**config.mk**
```make
export PLATFORM = sky130hd
export DESIGN_NAME = spi_reg_front
export DESIGN_NICKNAME = d
export VERILOG_FILES = /design/src/rtl/spi_regs_pkg.sv /design/src/rtl/spi_reg_fifo.sv /design/src/rtl/spi_reg_status.sv /design/src/rtl/spi_reg_front.sv
export SDC_FILE = /design/constraint.sdc
export NUM_CORES = 2
export LEC_CHECK = 0
export BUFFER_PORTS_ARGS = -buffer_cell sky130_fd_sc_hd__buf_2
export CAP_MARGIN = 20
export CORE_ASPECT_RATIO = 2
export CORE_MARGIN = 4
export CORE_UTILIZATION = 55
export CTS_CLUSTER_DIAMETER = 30
export CTS_CLUSTER_SIZE = 14
export DETAILED_ROUTE_END_ITERATION = 12
export PLACE_DENSITY_LB_ADDON = 0.25
export SYNTH_ARGS = -nofsm -noshare
export SYNTH_HDL_FRONTEND = slang
export SYNTH_HIERARCHICAL = 1
export SYNTH_SLANG_ARGS = --single-unit
export TNS_END_PERCENT = 30
```
**constraint.sdc**
```tcl
create_clock -name clk_i -period 9.4 [get_ports clk_i]
set_input_delay 1.88 -clock clk_i [delete_from_list [all_inputs] [get_ports clk_i]]
set_output_delay 1.88 -clock clk_i [all_outputs]
set_load 0.05 [all_outputs]
```
**src/rtl/spi_regs_pkg.sv**
```systemverilog
package spi_regs_pkg;

  localparam int unsigned REG_IDX_W = 3;
  localparam int unsigned NUM_REGS  = 5;

  typedef enum logic [REG_IDX_W-1:0] {
    IDX_RXD  = 3'd0,
    IDX_TXD  = 3'd1,
    IDX_CTRL = 3'd2,
    IDX_IEN  = 3'd3,
    IDX_STAT = 3'd4
  } reg_idx_e;

  localparam int unsigned ST_W        = 7;
  localparam int unsigned CTRL_EN_BIT = 0;
  localparam int unsigned CTRL_CS_LSB = 4;

  localparam logic [ST_W-1:0] ST_RESET      = 7'h03;
  localparam logic [31:0]     RX_EMPTY_WORD = 32'hDEAD_BEEF;

  // Packed msb first: field order is the status bit order.
  typedef struct packed {
    logic xfer_done;
    logic rx_ovf;
    logic rx_full;
    logic rx_ready;
    logic tx_full;
    logic tx_room;
    logic tx_empty;
  } stat_t;

endpackage

```
**src/rtl/spi_reg_fifo.sv**
```systemverilog
module spi_reg_fifo #(
  parameter int unsigned WIDTH = 32,
  parameter int unsigned DEPTH = 64
) (
  input  logic             clk_i,
  input  logic             rst_ni,
  input  logic             clr_i,
  input  logic             push_i,
  input  logic [WIDTH-1:0] data_i,
  input  logic             pop_i,
  output logic [WIDTH-1:0] data_o,
  output logic             empty_o,
  output logic             full_o
);

  localparam int unsigned PTR_W = (DEPTH > 1) ? $clog2(DEPTH) : 1;
  localparam int unsigned CNT_W = $clog2(DEPTH + 1);

  logic [WIDTH-1:0] mem_q [DEPTH];
  logic [PTR_W-1:0] wr_ptr_q, rd_ptr_q;
  logic [CNT_W-1:0] cnt_q;
  logic             push_ok, pop_ok;

  function automatic logic [PTR_W-1:0] ptr_next(input logic [PTR_W-1:0] p);
    return (p == PTR_W'(DEPTH - 1)) ? '0 : p + PTR_W'(1);
  endfunction

  assign empty_o = (cnt_q == '0);
  assign full_o  = (cnt_q == CNT_W'(DEPTH));
  assign push_ok = push_i && !full_o;
  assign pop_ok  = pop_i && !empty_o;
  assign data_o  = mem_q[rd_ptr_q];

  always_ff @(posedge clk_i or negedge rst_ni) begin
    if (!rst_ni) begin
      wr_ptr_q <= '0;
      rd_ptr_q <= '0;
      cnt_q    <= '0;
    end else if (clr_i) begin
      wr_ptr_q <= '0;
      rd_ptr_q <= '0;
      cnt_q    <= '0;
    end else begin
      if (push_ok) wr_ptr_q <= ptr_next(wr_ptr_q);
      if (pop_ok)  rd_ptr_q <= ptr_next(rd_ptr_q);
      case ({push_ok, pop_ok})
        2'b10:   cnt_q <= cnt_q + CNT_W'(1);
        2'b01:   cnt_q <= cnt_q - CNT_W'(1);
        default: cnt_q <= cnt_q;
      endcase
    end
  end

  always_ff @(posedge clk_i) begin
    if (push_ok && !clr_i) mem_q[wr_ptr_q] <= data_i;
  end


  fifo_full_hold_chk: assert property (@(posedge clk_i) disable iff (!rst_ni)
    push_i && full_o && !pop_i && !clr_i |=> full_o && (data_o == $past(data_o)));


  fifo_clr_chk: assert property (@(posedge clk_i) disable iff (!rst_ni)
    clr_i |=> empty_o);

endmodule

```
**src/rtl/spi_reg_status.sv**
```systemverilog
module spi_reg_status
  import spi_regs_pkg::*;
(
  input  logic            clk_i,
  input  logic            rst_ni,
  input  logic            clr_i,
  input  logic            tx_empty_i,
  input  logic            tx_full_i,
  input  logic            rx_empty_i,
  input  logic            rx_full_i,
  input  logic            ovf_set_i,
  input  logic            done_set_i,
  input  logic            w1c_we_i,
  input  logic            w1c_ovf_i,
  input  logic            w1c_done_i,
  input  logic [ST_W-1:0] ien_i,
  output stat_t           stat_o,
  output logic            irq_o
);

  logic ovf_q, done_q;

  // Set wins over a same-cycle clear by software.
  always_ff @(posedge clk_i or negedge rst_ni) begin
    if (!rst_ni) begin
      ovf_q  <= 1'b0;
      done_q <= 1'b0;
    end else if (clr_i) begin
      ovf_q  <= 1'b0;
      done_q <= 1'b0;
    end else begin
      ovf_q  <= ovf_set_i  || (ovf_q  && !(w1c_we_i && w1c_ovf_i));
      done_q <= done_set_i || (done_q && !(w1c_we_i && w1c_done_i));
    end
  end

  always_comb begin
    stat_o           = '0;
    stat_o.tx_empty  = tx_empty_i;
    stat_o.tx_room   = !tx_full_i;
    stat_o.tx_full   = tx_full_i;
    stat_o.rx_ready  = !rx_empty_i;
    stat_o.rx_full   = rx_full_i;
    stat_o.rx_ovf    = ovf_q;
    stat_o.xfer_done = done_q;
  end

  assign irq_o = |(stat_o & ien_i);


  ovf_w1c_chk: assert property (@(posedge clk_i) disable iff (!rst_ni)
    w1c_we_i && w1c_ovf_i && !ovf_set_i |=> !stat_o.rx_ovf);


  done_w1c_chk: assert property (@(posedge clk_i) disable iff (!rst_ni)
    w1c_we_i && w1c_done_i && !done_set_i |=> !stat_o.xfer_done);

endmodule

```
**src/rtl/spi_reg_front.sv**
```systemverilog
module spi_reg_front
  import spi_regs_pkg::*;
#(
  parameter int unsigned ADDR_W     = 10,
  parameter int unsigned FIFO_DEPTH = 64,
  parameter int unsigned NUM_CS     = 4
) (
  input  logic              clk_i,
  input  logic              rst_ni,
  input  logic              reg_we_i,
  input  logic              reg_re_i,
  input  logic [ADDR_W-1:0] reg_addr_i,
  input  logic [31:0]       reg_wdata_i,
  output logic [31:0]       reg_rdata_o,
  output logic [31:0]       ctrl_o,
  output logic              eng_tx_valid_o,
  output logic [31:0]       eng_tx_data_o,
  input  logic              eng_tx_ready_i,
  input  logic              eng_rx_valid_i,
  input  logic [31:0]       eng_rx_data_i,
  input  logic              eng_done_i,
  output logic [NUM_CS-1:0] cs_n_o,
  output logic              irq_o
);

  localparam int unsigned CS_W = (NUM_CS > 1) ? $clog2(NUM_CS) : 1;

  logic [31:0]     ctrl_q, rdata_q, rd_val, rx_head;
  logic [ST_W-1:0] ien_q, stat_vec;
  stat_t           stat;
  reg_idx_e        idx;
  logic            in_map, en, wr_any, wr_ctrl, wr_on, soft_rst;
  logic            tx_empty, tx_full, rx_empty, rx_full;
  logic            tx_push, tx_pop, rx_push, rx_pop, ovf_set;
  logic [CS_W-1:0] cs_sel;

  assign in_map   = (reg_addr_i < ADDR_W'(NUM_REGS));
  assign idx      = reg_idx_e'(reg_addr_i[REG_IDX_W-1:0]);
  assign en       = ctrl_q[CTRL_EN_BIT];
  assign wr_any   = reg_we_i && in_map;
  assign wr_ctrl  = wr_any && (idx == IDX_CTRL);
  assign wr_on    = wr_any && en;
  assign soft_rst = wr_ctrl && !reg_wdata_i[CTRL_EN_BIT];

  assign tx_push  = wr_on && (idx == IDX_TXD);
  assign tx_pop   = en && eng_tx_ready_i;
  assign rx_push  = en && eng_rx_valid_i;
  assign rx_pop   = reg_re_i && in_map && (idx == IDX_RXD);
  assign ovf_set  = rx_push && rx_full;

  always_ff @(posedge clk_i or negedge rst_ni) begin
    if (!rst_ni) begin
      ctrl_q <= '0;
      ien_q  <= '0;
    end else begin
      if (wr_ctrl) ctrl_q <= reg_wdata_i;
      if (soft_rst)                         ien_q <= '0;
      else if (wr_on && (idx == IDX_IEN))   ien_q <= reg_wdata_i[ST_W-1:0];
    end
  end

  spi_reg_fifo #(.WIDTH(32), .DEPTH(FIFO_DEPTH)) u_tx_fifo (
    .clk_i   (clk_i),
    .rst_ni  (rst_ni),
    .clr_i   (soft_rst),
    .push_i  (tx_push),
    .data_i  (reg_wdata_i),
    .pop_i   (tx_pop),
    .data_o  (eng_tx_data_o),
    .empty_o (tx_empty),
    .full_o  (tx_full)
  );

  spi_reg_fifo #(.WIDTH(32), .DEPTH(FIFO_DEPTH)) u_rx_fifo (
    .clk_i   (clk_i),
    .rst_ni  (rst_ni),
    .clr_i   (soft_rst),
    .push_i  (rx_push),
    .data_i  (eng_rx_data_i),
    .pop_i   (rx_pop),
    .data_o  (rx_head),
    .empty_o (rx_empty),
    .full_o  (rx_full)
  );

  spi_reg_status u_status (
    .clk_i      (clk_i),
    .rst_ni     (rst_ni),
    .clr_i      (soft_rst),
    .tx_empty_i (tx_empty),
    .tx_full_i  (tx_full),
    .rx_empty_i (rx_empty),
    .rx_full_i  (rx_full),
    .ovf_set_i  (ovf_set),
    .done_set_i (en && eng_done_i),
    .w1c_we_i   (wr_on && (idx == IDX_STAT)),
    .w1c_ovf_i  (reg_wdata_i[5]),
    .w1c_done_i (reg_wdata_i[6]),
    .ien_i      (ien_q),
    .stat_o     (stat),
    .irq_o      (irq_o)
  );

  assign stat_vec = stat;

  always_comb begin
    rd_val = '0;
    if (in_map) begin
      case (idx)
        IDX_RXD:  rd_val = rx_empty ? RX_EMPTY_WORD : rx_head;
        IDX_CTRL: rd_val = ctrl_q;
        IDX_IEN:  rd_val = 32'(ien_q);
        IDX_STAT: rd_val = 32'(stat_vec);
        default:  rd_val = '0;
      endcase
    end
  end

  always_ff @(posedge clk_i or negedge rst_ni) begin
    if (!rst_ni)       rdata_q <= '0;
    else if (reg_re_i) rdata_q <= rd_val;
  end

  assign reg_rdata_o    = rdata_q;
  assign ctrl_o         = ctrl_q;
  assign eng_tx_valid_o = en && !tx_empty;
  assign cs_sel         = ctrl_q[CTRL_CS_LSB +: CS_W];

  for (genvar g = 0; g < NUM_CS; g++) begin : g_cs
    assign cs_n_o[g] = !(en && (cs_sel == CS_W'(g)));
  end


  soft_rst_chk: assert property (@(posedge clk_i) disable iff (!rst_ni)
    soft_rst |=> (stat_vec == ST_RESET) && (ien_q == '0) && (&cs_n_o));


  rx_ovf_chk: assert property (@(posedge clk_i) disable iff (!rst_ni)
    rx_push && rx_full && !soft_rst |=> stat.rx_ovf);


  gated_ien_chk: assert property (@(posedge clk_i) disable iff (!rst_ni)
    !en && reg_we_i && in_map && (idx == IDX_IEN) |=> $stable(ien_q));


  rx_empty_rd_chk: assert property (@(posedge clk_i) disable iff (!rst_ni)
    rx_pop && rx_empty |=> (reg_rdata_o == RX_EMPTY_WORD));

endmodule

```
==> flow_metrics.env <==
export IMPL_place_inst=11528
export IMPL_grt_pass1_vias=84686
export IMPL_cts_setup_buffers=0
export IMPL_end_kind="output pin"
export IMPL_syn_mean_instance_area_um2=21.1
export IMPL_r2r_start="u_rx_fifo/rd_ptr_q[0]$_DFFE_PN0P_"
export IMPL_yosys_warnings=6
export IMPL_cpMaxStageDelayCell="dfrtp_2"
export IMPL_dpl_cell_area_um2=169000
export IMPL_min_from="reg_rdata_o[9]$_DFFE_PN0P_"
export IMPL_grt_max_degree=117
export IMPL_rsz0062_at_grt="false"
export IMPL_nNetsFinal=8313
export IMPL_clock_path_buffers=4
export IMPL_drt_pass1_iter_count=8
export IMPL_rows=281
export IMPL_holdPathStages=1
export IMPL_skew_ns=0.0596
export IMPL_synth_top_family_by_area="multiplexers"
export IMPL_crit_path_cell_trace="buf_4, nor2b_4, buf_4, a22oi_1, nand3_1, nand2_1, a21oi_1, buf_2"
export IMPL_synthMuxAreaShare=0.142
export IMPL_critPathArrivalTime_ns=5.34
export IMPL_tightest_slew_ns=1.48
export IMPL_critical_path_max_stage_delay_ns=0.74
export IMPL_min_to="reg_rdata_o[9]$_DFFE_PN0P_"
export IMPL_final_cells=12440
export IMPL_synth_cell_types=83
export IMPL_fp_dieW_um=392
export IMPL_setup_violations=0
export IMPL_grt_ovfl_total=0
export IMPL_peakVddDrop_uv=202
export IMPL_synth_main_ff_cell="edfxtp_1"
export IMPL_htree_levels=5
export IMPL_cp_depth=8
export IMPL_reg2reg_slack_ns=3.79
export IMPL_final_hold_viol_count=0
export IMPL_route_detailed_drc=0
export IMPL_layout_min_cycle_time_ns=7.22
export IMPL_power_leakage_nw=57.2
export IMPL_tns_ns=0
export IMPL_multi_input_area_um2=35200
export IMPL_via_per_inst=6.74
export IMPL_crit_required_ns=7.52
export IMPL_power_density_nw_per_um2=214
export IMPL_synth_nets=7807
export IMPL_io_pins=183
export IMPL_synth_fa_ha_area_frac=0.00133
export IMPL_yosys_area_share_simple=0.0215
export IMPL_detail_route_antenna_nets=0
export IMPL_worst_setup_path_start_kind="flip-flop"
export IMPL_maxCapViolCount=0
export IMPL_synth_area_um2=162000
export IMPL_dp_hpwl_um=291000
export IMPL_grt_total_usage=0.307
export IMPL_regArea_um2=126000
export IMPL_fmax_ghz=0.139
export IMPL_drive_gt1_frac=0.270
export IMPL_core_um2=293000
export IMPL_cts_buffers=467
export IMPL_cts_resized=0
export IMPL_ys_ff_latch=4207
export IMPL_async_flop_share=0.0264
export IMPL_r2r_end="reg_rdata_o[5]$_DFFE_PN0P_"
export IMPL_vias=83873
export IMPL_avgRoutedWirePerCell_um=37.5
export IMPL_criticalPathCategory="reg2out"
export IMPL_fin_area_um2=186000
export IMPL_synth_xor_xnor_area_share=0.000848
export IMPL_clk_pin_slew_ns=0.06
export IMPL_cts_root_buf="clkbuf_16"
export IMPL_drtIter0Drc=10688
export IMPL_p_total_mw=39.9
export IMPL_synth_compound_area_frac=0.0441
export IMPL_clkLatencyLatePin_ns=0.95
export IMPL_r2r_cells=9
export IMPL_fin_crit_sh=0.768
export IMPL_yosysSeqAreaShare=0.775
export IMPL_clock_sinks=4207
export IMPL_status="complete, no violations"
export IMPL_crit_buf_inv=3
export IMPL_cts_tree="built"
export IMPL_syn_inst=7710
export IMPL_area_growth_syn_to_layout_pct=14.8
export IMPL_initial_core_util=0.554
export IMPL_synth_edf_count=4096
export IMPL_cp_max_fo=38
export IMPL_holdBufCountCts=0
export IMPL_crit_family="buffers and inverters"
export IMPL_wl_um=466000
export IMPL_cp_common_cell="buf_4"
export IMPL_max_slew_margin=0.0120
export IMPL_place_congestion=0.986
export IMPL_die_y_um=776
export IMPL_dieArea_um2=304000
export IMPL_min_path_type="reg2reg"
export IMPL_antenna_found_initial=37
export IMPL_post_route_util=0.635
export IMPL_n_fill_cell=19482
export IMPL_port_buffers=182
export IMPL_grt_pass1_wl_um=650000
export IMPL_slew_viol_final=0
## final cells by class
| class | instances | share of cell area |
|---|---|---|
| antenna | 18 | 0.000242 |
| inverter | 23 | 0.000463 |
| clock buffer | 516 | 0.0646 |
| multi-input combinational | 3026 | 0.189 |
| timing repair buffer | 491 | 0.0235 |
| clock inverter | 339 | 0.0215 |
| sequential | 4207 | 0.675 |
| tap | 3820 | 0.0257 |
## synth_stat cells (44+ instances only)
library cell,instances,area share
a221oi_1,69,0.0037
a31oi_1,44,0.0017
mux4_2,798,0.11
buf_4,65,0.0030
o221ai_1,56,0.0030
a22oi_1,319,0.015
clkbuf_1,195,0.0045
nand3_1,148,0.0046
edfxtp_1,4096,0.76
mux2i_1,431,0.027
dfrtp_1,111,0.017
buf_2,128,0.0039
nand2_1,149,0.0034
nor2_1,249,0.0058
a21oi_1,167,0.0051
## metal layers
layer  up-vias  wire [µm]  track usage
li1      33533          -            -
met1     43973     145000        0.346
met2      4975     238000        0.520
met3      1372      38800       0.0585
met4        20      43600        0.230
met5         -        136            0
## power breakdown
group,internal [mW],switching [mW]
combinational,0.0929,0.506
sequential,20.6,0.0143
clock,11.0,7.71
total,31.7,8.23
## sequential cells by signal, indices dropped and copies added, names as in the netlist
signal	count
u_rx_fifo/mem_q	2048
u_tx_fifo/rd_ptr_q	6
u_tx_fifo/mem_q	2048
ien_q	7
u_tx_fifo/cnt_q	7
u_status/ovf_q	1
u_rx_fifo/rd_ptr_q	6
reg_rdata_o	32
u_tx_fifo/wr_ptr_q	6
u_status/done_q	1
ctrl_o	32
u_rx_fifo/wr_ptr_q	6
u_rx_fifo/cnt_q	7
## cell families (layout without fill, tap and decap cells)
logic type | after synthesis | in the layout
xor gates and xnor gates | 14 | 14
buffers and inverters | 477 | 1369
adders and majority gates | 16 | 16
AOI/OAI and AO/OA | 971 | 971
other | 0 | 18
muxes | 1289 | 1289
DFF | 4207 | 4207
and+or+nand+nor | 736 | 736
## through the flow
step,setup slack [ns],hold WS (ns)
final,2.18,0.477
after global routing,2.21,0.495
after CTS,2.25,0.484
after detailed placement,2.89,0.468
after global placement,2.82,0.465
after floorplan,2.70,0.486
## how the worst max path moves through the flow
stage	start	end	slack (ns)
2_1_floorplan	reg_addr_i[7]	u_tx_fifo/mem_q[63][0]$_DFFE_PP_	2.70
6_report	u_tx_fifo/rd_ptr_q[2]$_DFFE_PN0P_	eng_tx_data_o[11]	2.18
4_1_cts	u_tx_fifo/rd_ptr_q[1]$_DFFE_PN0P_	eng_tx_data_o[24]	2.25
5_1_grt	u_tx_fifo/rd_ptr_q[1]$_DFFE_PN0P_	eng_tx_data_o[24]	2.21
3_3_place_gp	reg_addr_i[7]	u_tx_fifo/mem_q[58][4]$_DFFE_PP_	2.82
3_5_place_dp	reg_addr_i[7]	u_tx_fifo/mem_q[50][11]$_DFFE_PP_	2.89
## layout by cell type (no fill, tap or decap), types with 18 or more instances in the layout
cell,Yosys,layout
a211o_1,18,18
a21oi_1,167,166
a221o_1,36,36
a221oi_1,69,67
a22o_1,32,32
a22oi_1,319,319
a31oi_1,44,44
and2_1,27,25
buf_12,0,74
buf_2,128,177
buf_4,65,227
bufinv_16,0,58
clkbuf_1,195,39
clkbuf_16,0,472
clkinv_1,0,40
clkinv_2,0,48
clkinv_4,0,47
clkinvlp_4,0,48
dfrtp_1,111,101
diode_2,0,18
edfxtp_1,4096,4096
inv_1,19,18
inv_6,0,68
mux2_2,22,22
mux2_4,30,30
mux2i_1,431,431
mux4_2,798,798
nand2_1,149,149
nand3_1,148,145
nor2_1,249,117
nor2_4,1,129
nor2b_1,43,33
nor3_1,25,21
nor4_1,20,18
o21ai_0,36,36
o221ai_1,56,56
o22ai_1,28,27
o2bb2ai_1,36,36
(Power assumes the default switching activity.)
